**src/rtl/baud_div_pkg.sv**
```systemverilog
package baud_div_pkg;
  localparam int PRE_W = 2;
  localparam int SCL_W = 4;
  // largest period 7 * 2**((1<<SCL_W)-1) fits in this many bits
  localparam int CNT_W = (1 << SCL_W) + 3;
  localparam int MIN_LEN = 4;

  typedef struct packed {
    logic clear;
    logic load;
    logic advance;
  } divCtrlT;

  function automatic logic [CNT_W-1:0] preFactor(input logic [PRE_W-1:0] c);
    case (c)
      2'd0:    return CNT_W'(2);
      2'd1:    return CNT_W'(3);
      2'd2:    return CNT_W'(5);
      default: return CNT_W'(7);
    endcase
  endfunction

  function automatic logic [CNT_W-1:0] scaleFactor(input logic [SCL_W-1:0] c);
    if (c < SCL_W'(4)) return (CNT_W'(c) + CNT_W'(1)) << 1;
    else               return CNT_W'(1) << c;
  endfunction

  function automatic logic [CNT_W-1:0] divLen(input logic [PRE_W-1:0] p,
                                              input logic [SCL_W-1:0] s);
    logic [CNT_W-1:0] a;
    logic [CNT_W-1:0] b;
    a = preFactor(p);
    b = scaleFactor(s);
    return a * b;
  endfunction
endpackage

```
**src/rtl/baud_div_path.sv**
```systemverilog
module baud_div_path import baud_div_pkg::*; (
  input  logic             clk,
  input  logic             rstN,
  input  divCtrlT          ctrl,
  input  logic [PRE_W-1:0] preCode,
  input  logic [SCL_W-1:0] sclCode,
  output logic             halfHit,
  output logic             fullHit
);
  logic [CNT_W-1:0] cnt;
  logic [CNT_W-1:0] lenFull;
  logic [CNT_W-1:0] lenHalf;
  logic [CNT_W-1:0] nextLen;

  always_comb nextLen = divLen(preCode, sclCode);

  assign fullHit = (cnt == lenFull - CNT_W'(1));
  assign halfHit = (cnt == lenHalf - CNT_W'(1));

  always_ff @(posedge clk or negedge rstN) begin
    if (!rstN) begin
      cnt     <= '0;
      lenFull <= CNT_W'(MIN_LEN);
      lenHalf <= CNT_W'(MIN_LEN / 2);
    end else begin
      if (ctrl.clear)        cnt <= '0;
      else if (ctrl.advance) cnt <= fullHit ? '0 : cnt + CNT_W'(1);
      if (ctrl.load) begin
        lenFull <= nextLen;
        lenHalf <= (nextLen + CNT_W'(1)) >> 1;
      end
    end
  end

  // the count never reaches the stored period length
  assert_cnt_bound_R4: assert property (@(posedge clk) disable iff (!rstN)
    cnt < lenFull);

  // a stored period is never shorter than the smallest legal product
  assert_len_min_R2: assert property (@(posedge clk) disable iff (!rstN)
    lenFull >= CNT_W'(MIN_LEN));

  // inside a running period the length does not move
  assert_len_hold_R6: assert property (@(posedge clk) disable iff (!rstN)
    (ctrl.advance && !fullHit) |=> $stable(lenFull));
endmodule

```
**src/rtl/baud_div_ctrl.sv**
```systemverilog
module baud_div_ctrl import baud_div_pkg::*; (
  input  logic    clk,
  input  logic    rstN,
  input  logic    runEn,
  input  logic    halfHit,
  input  logic    fullHit,
  output divCtrlT ctrl,
  output logic    tglTick,
  output logic    bitTick
);
  always_comb begin
    ctrl.clear   = !runEn;
    ctrl.advance = runEn;
    ctrl.load    = !runEn || fullHit;
  end

  always_ff @(posedge clk or negedge rstN) begin
    if (!rstN) begin
      tglTick <= 1'b0;
      bitTick <= 1'b0;
    end else begin
      tglTick <= runEn && (halfHit || fullHit);
      bitTick <= runEn && fullHit;
    end
  end

  // a low enable silences both strobes on the next cycle
  assert_idle_R7: assert property (@(posedge clk) disable iff (!rstN)
    !runEn |=> (!tglTick && !bitTick));

  // period is at least four cycles, so bit strobes never sit back to back
  assert_bit_gap_R4: assert property (@(posedge clk) disable iff (!rstN)
    bitTick |=> !bitTick);
endmodule

```
**src/rtl/baud_div.sv**
```systemverilog
module baud_div import baud_div_pkg::*; (
  input  logic             clk,
  input  logic             rstN,
  input  logic             runEn,
  input  logic [PRE_W-1:0] preCode,
  input  logic [SCL_W-1:0] sclCode,
  output logic             sckToggle,
  output logic             bitTick
);
  divCtrlT ctrl;
  logic    halfHit;
  logic    fullHit;

  baud_div_ctrl uCtrl (
    .clk(clk), .rstN(rstN), .runEn(runEn),
    .halfHit(halfHit), .fullHit(fullHit),
    .ctrl(ctrl), .tglTick(sckToggle), .bitTick(bitTick)
  );

  baud_div_path uPath (
    .clk(clk), .rstN(rstN), .ctrl(ctrl),
    .preCode(preCode), .sclCode(sclCode),
    .halfHit(halfHit), .fullHit(fullHit)
  );
endmodule

```
**config.mk**
```make
export PLATFORM = sky130hd
export DESIGN_NAME = baud_div
export DESIGN_NICKNAME = d
export VERILOG_FILES = /design/src/rtl/baud_div_pkg.sv /design/src/rtl/baud_div_path.sv /design/src/rtl/baud_div_ctrl.sv /design/src/rtl/baud_div.sv
export SDC_FILE = /design/constraint.sdc
export NUM_CORES = 1
export LEC_CHECK = 0
export ABC_AREA = 1
export BUFFER_PORTS_ARGS = -buffer_cell sky130_fd_sc_hd__buf_2
export CAP_MARGIN = 20
export CORE_MARGIN = 10
export CORE_UTILIZATION = 40
export DETAILED_ROUTE_END_ITERATION = 10
export GPL_TIMING_DRIVEN = 0
export PLACE_DENSITY = 0.63
export SYNTH_ARGS = -nofsm -noshare
export SYNTH_HDL_FRONTEND = slang
export SYNTH_SLANG_ARGS = --single-unit
```
**constraint.sdc**
```tcl
create_clock -name clk -period 2.8 [get_ports clk]
set_input_delay 0.84 -clock clk [delete_from_list [all_inputs] [get_ports clk]]
set_output_delay 0.84 -clock clk [all_outputs]
set_load 0.05 [all_outputs]
```
==> results of run 1 <==
power by group:
group          internal [mW]  leakage (nW)  switching (mW)
registers              0.896         0.782          0.0588
clock network          0.667         0.143           0.376
logic                  0.344          2.76           0.572
total                   1.91          3.68            1.01
registers in the layout, summed over array words and instances, names as in the netlist:
register,count
uCtrl.tglTick,1
uPath.cnt,19
uCtrl.bitTick,1
uPath.lenHalf,18
uPath.lenFull,19
worst max path at each step:
stage / slack (ns) / cells after the start / from / endpoint
final: -0.40 / 17 / sclCode[0] / uPath.lenHalf[13]$_DFFE_PN0P_
after global routing: -0.54 / 19 / sclCode[1] / uPath.lenHalf[11]$_DFFE_PN0P_
after CTS: -0.36 / 19 / sclCode[1] / uPath.lenHalf[13]$_DFFE_PN0P_
after detailed placement: -0.97 / 21 / preCode[1] / uPath.lenHalf[17]$_DFFE_PN0P_
after global placement: -0.93 / 21 / preCode[1] / uPath.lenHalf[17]$_DFFE_PN0P_
after floorplan: -0.41 / 19 / sclCode[0] / uPath.lenHalf[17]$_DFFE_PN0P_
Yosys cell counts (all sizes together):
| master | instances |
|---|---|
| a21o | 1 |
| a21oi | 9 |
| and2 | 2 |
| buf | 13 |
| clkbuf | 7 |
| conb | 1 |
| dfrtp | 56 |
| dfstp | 2 |
| fa | 15 |
| ha | 28 |
| inv | 152 |
| nand2 | 296 |
| nand3 | 86 |
| nand3b | 8 |
| nand4 | 12 |
| nor2 | 130 |
| nor3 | 7 |
| o21ai | 35 |
| o31ai | 1 |
| or2 | 2 |
| xnor2 | 24 |
| xnor3 | 2 |
| xor2 | 31 |
worst max-delay path: cells and delay by family:
| family | cells | cell delay [ns] |
|---|---|---|
| adders and majority gates | 4 | 1.25 |
| AOI/OAI and AO/OA | 2 | 0.38 |
| and+or+nand+nor | 9 | 0.74 |
| buffers and inverters | 2 | 0.19 |
through the flow:
step                      setup WS, ns  util [%]  instance area, um^2  total power [mW]
after floorplan                 -0.408         -                 6010              1.60
after global placement          -0.933      43.5                 6280              1.78
after detailed placement        -0.970      43.7                 6300              1.80
after CTS                       -0.359      47.5                 6850              2.88
after global routing            -0.536      49.9                 7200              3.09
final                           -0.399      49.9                 7200              2.92
logic make-up (layout without fill, tap and decap cells):
kind of cell	Yosys count	count (layout)	share of synthesized area (%)
buf+inv	172	212	11.7
other cells	1	3	0.0643
compound gates	46	46	4.04
fa+ha+maj	43	43	11.2
simple gates	543	543	39.1
xor+xnor	57	57	9.04
flops	58	58	24.9
layer usage:
layer	up-vias	part of all wire (%)	GRT usage, %
met5	-	0	0
li1	2886	-	-
met3	28	2.2	1.88
met4	0	3.2	7.88
met2	62	50	27.8
met1	2467	44	17.7
layout make-up:
type | instances | area, um^2 | share of cell area (%)
multi-input combinational | 692 | 4330 | 60.1
sequential | 58 | 1450 | 20.2
inverter | 152 | 573 | 7.96
clock buffer | 14 | 274 | 3.80
tap | 184 | 230 | 3.20
timing repair buffer | 24 | 203 | 2.81
buffer | 20 | 128 | 1.77
clock inverter | 2 | 10.0 | 0.139
what timing repair did:
action	4_1_cts	5_1_grt
setup endpoints to repair	32	55
pin swaps	33	42
endpoints found under the hold margin	0	0
gates resized for setup	62	86
buffers inserted	9	7
==> flow_metrics.tcl, run 1 <==
set metrics [dict create \
    status "finished with violations" \
    violations "setup timing" \
    setup_tns_ns -7.48 \
    post-route-period-util_pct 114 \
    dieArea_um2 19800 \
    antenna_found_initial 0 \
    synth_top_cell_area_share_pct 24.0 \
    worst-r2r-cell-count 16 \
    finalSetupViolCount 29 \
    track_usage_pct 15.5 \
    start_util_pct 40.4 \
    antenna_cells 0 \
    fmax_mhz 313 \
    final_cell_mix "nand2_1, inv_1, nor2_1" \
    fp.dieW_um 141 \
    finalHoldViolations 0 \
    hp-class "input pin to asynchronous set/reset pin" \
    maxCapViolations 0 \
    peakVddDrop_uv 266 \
    r2r_setup_slack_ns 0.25 \
    leakagePower_nw 3.68 \
    numCtsBuffers 9 \
    htree_levels 3 \
    fillers 1500 \
    critical_path.slowest_cell "fa_2" \
    grt.overflow.total 0 \
    layout-drive-gt1-share_pct 21.1 \
    final_common_cell "nand2_1" \
    die_y_um 141 \
    clock-root-buffer "clkbuf_16" \
    gp_congestion 0.900 \
    cp_slowest_stage_delay_ns 0.47 \
    path_clk_slew_ns 0.05 \
    powerDensity_nw_per_um2 405 \
    clk_latency_ns 0.34 \
    relSlewSlack_pct 61.0 \
    setup_ws_ns -0.399 \
    synth_cell_type_count 34 \
    rsz0062_at_grt "yes" \
    min_period_ns 3.20 \
    syn2layout_area_growth_pct 23.6 \
    ys_ff_latch 58 \
    worst_clock_skew_ns 0.00458 \
    yosysTopAreaCell "dfrtp_1" \
    path_class "input pin to register" \
    seq_area_frac_synth_pct 24.9 \
    wl_per_cell_um 13.0 \
    maxSlewViolCount 0 \
    postSynthAreaPerCell_um2 6.33 \
    cts_tree "done" \
    core_um2 14400 \
    synth_area_um2 5830 \
    grt_max_degree 36 \
    grt_pass1_wl_mm 25.3 \
    r2r_start "uPath.lenFull[0]$_DFFE_PN0P_" \
    drt_drc_violations_left 0 \
    yosysWarnings 0 \
    cp_common_cell "nand2_1" \
    grt_pass1_vias 5577 \
    wl_mm 14.9 \
    drt_iter0_drc 231 \
    post_drt_via_cell_ratio 4.75 \
    holdWs_ns 0.495 \
    worst_pin_slew_ns 0.585 \
    synth.area.top_cells "dfrtp_1, nand2_1, inv_1, nor2_1, nand3_1" \
    finalNetCount 1009 \
    rows 44 \
    syn_inst 920 \
    ant_nets 0 \
    dr_total_vias 5443 \
    cp_cell_sequence "buf_8, ha_4, ha_4, o31ai_4, nand2_1, fa_2, fa_2, inv_2, nand3_2, nand2_2, nand3_2, nand4_1, nand2_2, o21ai_1, nand2_1, nand2_1, nand2_1" \
    worstSetupEndpointType "register" \
    clock_sinks 58 \
    required_ns 3.02 \
    ctsHoldBuffers 0 \
    place_inst 1115 \
    layout.cells.non_filler 1146 \
    portBuffers 8 \
    crit_arrival_ns 3.42 \
    dr.pass1.iters 5 \
    cp_max_fo 3 \
    io-pin-count 11 \
    clock_path_buffers 2 \
    cp-start-kind "input pin" \
    r2r-end "uPath.lenFull[14]$_DFFE_PN0P_" \
    hpwlAfterDp_mm 11.9 \
]
Power figures use the tool's default switching activity.
==> inputs of run 2 (changes only) <==
Settings changed: CTS_BUF_LIST set to sky130_fd_sc_hd__clkbuf_8 sky130_fd_sc_hd__clkbuf_16.
==> run 2 against run 1 <==
- the run still ends with setup timing left
- non-clock buffer count unchanged
- count of clock-buffer cells in the layout decreased by 2
- critical path depth unchanged
- cell count unchanged
- critical path type unchanged
- largest cell class unchanged
==> flow_metrics.tcl, run 2 (synthesis gave the netlist of run 1 again) <==
set metrics [dict create \
    status "finished with violations" \
    violations "setup timing" \
    fmax_mhz 313 \
    syn2layout_area_growth_pct 23.6 \
    dr_total_vias 5442 \
    layout-drive-gt1-share_pct 21.1 \
    ctsHoldBuffers 0 \
    antenna_cells 0 \
    clk_latency_ns 0.34 \
    core_um2 14400 \
    leakagePower_nw 3.69 \
    gp_congestion 0.900 \
    design_area_um2 7200 \
    critical_path.slowest_cell "fa_2" \
    holdWs_ns 0.495 \
    r2r_setup_slack_ns 0.26 \
    required_ns 3.02 \
    worst-r2r-cell-count 16 \
    numCtsBuffers 9 \
    post-route-period-util_pct 114 \
    cp_cell_sequence "buf_8, ha_4, ha_4, o31ai_4, nand2_1, fa_2, fa_2, inv_2, nand3_2, nand2_2, nand3_2, nand4_1, nand2_2, o21ai_1, nand2_1, nand2_1, nand2_1" \
    grt_pass1_vias 5577 \
    die_y_um 141 \
    cp_common_cell "nand2_1" \
    htree_levels 3 \
    drt_iter0_drc 231 \
    worstSetupEndpointType "register" \
    clock_path_buffers 2 \
    rsz0062_at_grt "yes" \
    track_usage_pct 15.5 \
    wl_mm 14.8 \
    wl_per_cell_um 13.0 \
    clock-root-buffer "clkbuf_16" \
    r2r-end "uPath.lenFull[14]$_DFFE_PN0P_" \
    cts_tree "done" \
    start_util_pct 40.4 \
    final_common_cell "nand2_1" \
    hpwlAfterDp_mm 11.9 \
    fp.dieW_um 141 \
    powerDensity_nw_per_um2 404 \
    worst_clock_skew_ns 0.00458 \
    maxSlewViolCount 0 \
    peakVddDrop_uv 266 \
    finalSetupViolCount 29 \
    cp_max_fo 3 \
    finalNetCount 1009 \
    setup_ws_ns -0.399 \
    cp-start-kind "input pin" \
    ant_nets 0 \
    p_total_mw 2.91 \
    dr.pass1.iters 5 \
    final_cell_mix "nand2_1, inv_1, nor2_1" \
    r2r_start "uPath.lenFull[0]$_DFFE_PN0P_" \
    grt_max_degree 36 \
    hp-class "input pin to asynchronous set/reset pin" \
    clock_sinks 58 \
    post_drt_via_cell_ratio 4.75 \
    path_class "input pin to register" \
    min_period_ns 3.20 \
    reg_top3 "uPath.cnt (19), uPath.lenFull (19), uPath.lenHalf (18)" \
    grt_pass1_wl_mm 25.3 \
    io-pin-count 11 \
    relSlewSlack_pct 61.0 \
    drt_drc_violations_left 0 \
    crit_arrival_ns 3.42 \
    rows 44 \
    dieArea_um2 19800 \
    dpl_cell_area_um2 6300 \
    antenna_found_initial 0 \
    portBuffers 8 \
    finalHoldViolations 0 \
    maxCapViolations 0 \
    path_clk_slew_ns 0.05 \
    worst_pin_slew_ns 0.585 \
    grt.overflow.total 0 \
    cp_slowest_stage_delay_ns 0.47 \
]
run 2: routing by layer:
layer,up-vias,global-route usage (%),share of wire (%)
li1,2886,-,-
met1,2464,17.7,44
met2,64,27.8,50
met3,28,1.88,2.2
met4,0,7.88,3.2
met5,-,0,0
run 2: where the power goes:
group / total [mW] / internal (mW) / switching [mW]
sequential: 0.955 / 0.896 / 0.0588
clock: 1.04 / 0.660 / 0.376
combinational: 0.917 / 0.344 / 0.573
total: 2.91 / 1.90 / 1.01
run 2: cell type report:
type | count | area [um^2]
fillers | 1500 | 7220
multi-input cells | 692 | 4330
flip-flops and latches | 58 | 1450
inverters | 152 | 573
clock buffers | 12 | 267
well taps | 184 | 230
repair buffers | 24 | 203
plain buffers | 20 | 128
clock inverters | 4 | 17.5
run 2: worst max path at each step:
| stage | start | end | slack, ns | cells past startpoint |
|---|---|---|---|---|
| 3_5_place_dp | preCode[1] | uPath.lenHalf[17]$_DFFE_PN0P_ | -0.97 | 21 |
| 3_3_place_gp | preCode[1] | uPath.lenHalf[17]$_DFFE_PN0P_ | -0.93 | 21 |
| 4_1_cts | sclCode[1] | uPath.lenHalf[13]$_DFFE_PN0P_ | -0.36 | 19 |
| 6_report | sclCode[0] | uPath.lenHalf[13]$_DFFE_PN0P_ | -0.40 | 17 |
| 2_1_floorplan | sclCode[0] | uPath.lenHalf[17]$_DFFE_PN0P_ | -0.41 | 19 |
| 5_1_grt | sclCode[1] | uPath.lenHalf[11]$_DFFE_PN0P_ | -0.54 | 19 |
run 2: per-stage QoR:
stage | setup TNS (ns) | instances | util [%] | worst slack (ns)
5_1_grt | -11.21 | 1146 | 49.9 | -0.536
3_5_place_dp | -23.92 | 1115 | 43.7 | -0.970
3_3_place_gp | -22.65 | 1114 | 43.5 | -0.933
2_1_floorplan | -8.72 | 922 | - | -0.408
4_1_cts | -6.90 | 1140 | 47.5 | -0.359
6_report | -7.48 | 1146 | 49.9 | -0.399
run 2: critical path: cells and delay by family:
| kind | cells | cell delay [ns] |
|---|---|---|
| buf+inv | 2 | 0.19 |
| simple gates | 9 | 0.74 |
| fa+ha+maj | 4 | 1.25 |
| compound gates | 2 | 0.38 |
run 2: what timing repair did:
| action | in CTS | in global routing |
|---|---|---|
| pin swaps | 33 | 42 |
| setup buffers | 9 | 7 |
| gates resized for setup | 62 | 86 |
| endpoints found under the setup margin | 32 | 55 |
==> inputs of run 3 (changes only) <==
Settings changed: SYNTH_HIERARCHICAL set to 1.
==> run 3 against run 2 <==
- synthesized cell count is 3.5% higher
- maximum frequency is 2.6% lower
- count of clock-buffer cells in the layout decreased by 2
- cell count increased by 5.5%
- via count increased by 8.1%
- the run still ends with setup timing left
- combinational power grew 15%
- worst hold slack gained 0.019 ns
- register-to-register slack got worse by 0.14 ns
- cell area is 11% higher
- global-route usage shrank 0.25 points
==> flow_metrics.tcl, run 3 <==
set metrics [dict create \
    status "finished with violations" \
    violations "setup timing" \
    r2r_start "uPath/lenFull[0]$_DFFE_PN0P_" \
    cp.buffers_inverters 4 \
    worst-r2r-cell-count 18 \
    synth_common_cells "nand2_1, inv_1, nor2_1" \
    synth_area_um2 6110 \
    leakagePower_nw 3.97 \
    clock_sinks 58 \
    antenna_cells 0 \
    setup_tns_ns -9.01 \
    reg_top3 "uPath/cnt (19), uPath/lenFull (19), uPath/lenHalf (18)" \
    maxSlewViolCount 0 \
    worst_clock_skew_ns 0.00903 \
    setup_ws_ns -0.486 \
    r2r_setup_slack_ns 0.12 \
    seqCellArea_um2 1450 \
    dieArea_um2 20600 \
    critical_path.slowest_cell "fa_1" \
    p_total_mw 3.11 \
    final_cell_mix "nand2_1, inv_1, nor2_1" \
    start_util_pct 40.5 \
    clock_path_buffers 2 \
    cts_tree "done" \
    powerDensity_nw_per_um2 390 \
    layout-drive-gt1-share_pct 27.6 \
    yosysTopAreaCell "dfrtp_1" \
    grt_pass1_vias 5531 \
    worstSetupEndpointType "register" \
    cp_common_cell "nand2_2" \
    post-route-period-util_pct 117 \
    synth_top_cell_area_share_pct 22.9 \
    path_class "input pin to register" \
    async_flop_share_pct 100 \
    syn2layout_area_growth_pct 30.4 \
    min-delay-start "uPath/lenHalf[1]$_DFFE_PN1P_" \
    cp-start-kind "input pin" \
    grt_pass1_wl_mm 25.5 \
    post_drt_via_cell_ratio 4.87 \
    dr_total_vias 5885 \
    drt_drc_violations_left 0 \
    ys_ff_latch 58 \
    wl_per_cell_um 13.1 \
    clk_latency_ns 0.33 \
    rows 45 \
    multi_input_area_um2 4810 \
    final_common_cell "nand2_1" \
    syn_inst 952 \
    portBuffers 10 \
    grt.overflow.total 0 \
    utilization_pct 52.8 \
    hp-class "register to register" \
    worst_pin_slew_ns 0.635 \
    ant_nets 0 \
    holdPathEnd "uPath/lenHalf[1]$_DFFE_PN1P_" \
    dr.pass1.iters 4 \
    fillers 1426 \
    fp.dieW_um 144 \
    path_clk_slew_ns 0.05 \
    die_y_um 144 \
    synth.most_common_cell "nand2_1" \
    io-pin-count 11 \
    seq_area_frac_synth_pct 23.8 \
    fmax_mhz 304 \
    synth_cell_type_count 41 \
    crit_family "adder cells" \
    wl_mm 15.9 \
    yosysWarnings 6 \
    gp_congestion 0.884 \
    drt_iter0_drc 221 \
    cp_cell_sequence "buf_8, ha_4, ha_4, a21o_1, inv_2, nand2_2, fa_1, inv_2, fa_2, nand2_2, nand2_2, nand3_2, nand2_4, nand2_4, nand2_2, nand2_1, nand2_1, a21o_1, inv_2, nand2_2, nand3_2, nand2_1" \
    finalHoldViolations 0 \
    track_usage_pct 15.2 \
    numCtsBuffers 9 \
    hpwlAfterDp_mm 12.0 \
    finalNetCount 1071 \
    clock-root-buffer "clkbuf_16" \
    required_ns 3.02 \
    synth_flop_cell "dfrtp_1" \
    htree_levels 3 \
    finalSetupViolCount 28 \
    r2r-end "uPath/lenHalf[11]$_DFFE_PN0P_" \
    min_period_ns 3.29 \
    synth.area.top_cells "dfrtp_1, nand2_1, inv_1, nor2_1, nand3_1" \
    core_um2 15100 \
    antenna_found_initial 0 \
    cp_slowest_stage_delay_ns 0.51 \
    grt_max_degree 32 \
    maxCapViolations 0 \
    relSlewSlack_pct 57.6 \
    crit_arrival_ns 3.50 \
    cp_max_fo 3 \
    synth_edf_count 0 \
    postSynthAreaPerCell_um2 6.42 \
    whs_path_depth 2 \
    rsz0062_at_grt "yes" \
    peakVddDrop_uv 244 \
]
[run 3: changes by cell type after synthesis, moves of 6 or more]
cell      delta
inv_1        -9
nor2_1      -13
clkbuf_1     +8
nor3_1       +7
a21oi_1      +6
o21ai_0      +8
o21ai_2      +9
[run 3: timing repair]
item / CTS / global route
hold buffers: 0 / 0
resized for setup: 108 / 119
endpoints found under the setup margin: 37 / 37
setup buffers: 22 / 21
pin swaps: 33 / 40
cloned: 0 / 0
[run 3: power breakdown]
group / switching (mW) / internal [mW] / total, mW / leakage [nW]
registers: 0.0911 / 0.910 / 1.00 / 0.778
logic: 0.644 / 0.410 / 1.05 / 3.05
clock network: 0.360 / 0.694 / 1.05 / 0.136
[run 3: logic make-up after synthesis]
kind of cell	Yosys count	share of synthesized area (%)
simple gates	553	39.3
buf+inv	171	11.0
compound gates	67	6.27
xor+xnor	59	8.91
flops	58	23.8
fa+ha+maj	43	10.7
other cells	1	0.0614
[run 3: metrics by stage]
step           worst slack, ns  hold WS, ns  std cells  instance area [um^2]
2_1_floorplan           -0.615        0.473        954                  6250
3_3_place_gp             -1.18        0.507       1152                  6540
3_5_place_dp             -1.20        0.504       1153                  6560
4_1_cts                 -0.457        0.517       1188                  7400
5_1_grt                 -0.607        0.552       1209                  7970
6_report                -0.486        0.514       1209                  7970
[run 3: worst max-delay path by stage]
| stage | start | end | cells past startpoint | slack (ns) |
|---|---|---|---|---|
| global placement | sclCode[2] | uPath/lenHalf[17]$_DFFE_PN0P_ | 22 | -1.18 |
| CTS | sclCode[0] | uPath/lenHalf[17]$_DFFE_PN0P_ | 22 | -0.46 |
| global route | sclCode[0] | uPath/lenHalf[17]$_DFFE_PN0P_ | 22 | -0.61 |
| finish | sclCode[0] | uPath/lenHalf[17]$_DFFE_PN0P_ | 22 | -0.49 |
| floorplan | sclCode[2] | uPath/lenHalf[17]$_DFFE_PN0P_ | 21 | -0.61 |
| detailed placement | sclCode[2] | uPath/lenHalf[17]$_DFFE_PN0P_ | 22 | -1.20 |
[run 3: area by class of cell]
cell class / count / area share (%)
flip-flops and latches: 58 / 18.3
clock buffers: 10 / 3.00
multi-input cells: 725 / 60.4
repair buffers: 54 / 5.72
inverters: 148 / 7.30
clock inverters: 3 / 0.534
plain buffers: 23 / 1.87
well taps: 188 / 2.95
[run 3: per-layer routing]
metal	wire (um)	track usage, %
met5	0	0
met3	355	2.24
met4	514	6.61
met1	6880	18.0
met2	8130	26.8
[run 3: worst min-delay path, stage by stage, from the launching register on]
cell and delay, ns:
dfstp_2 0.36, inv_1 0.06, o21ai_0 0.08
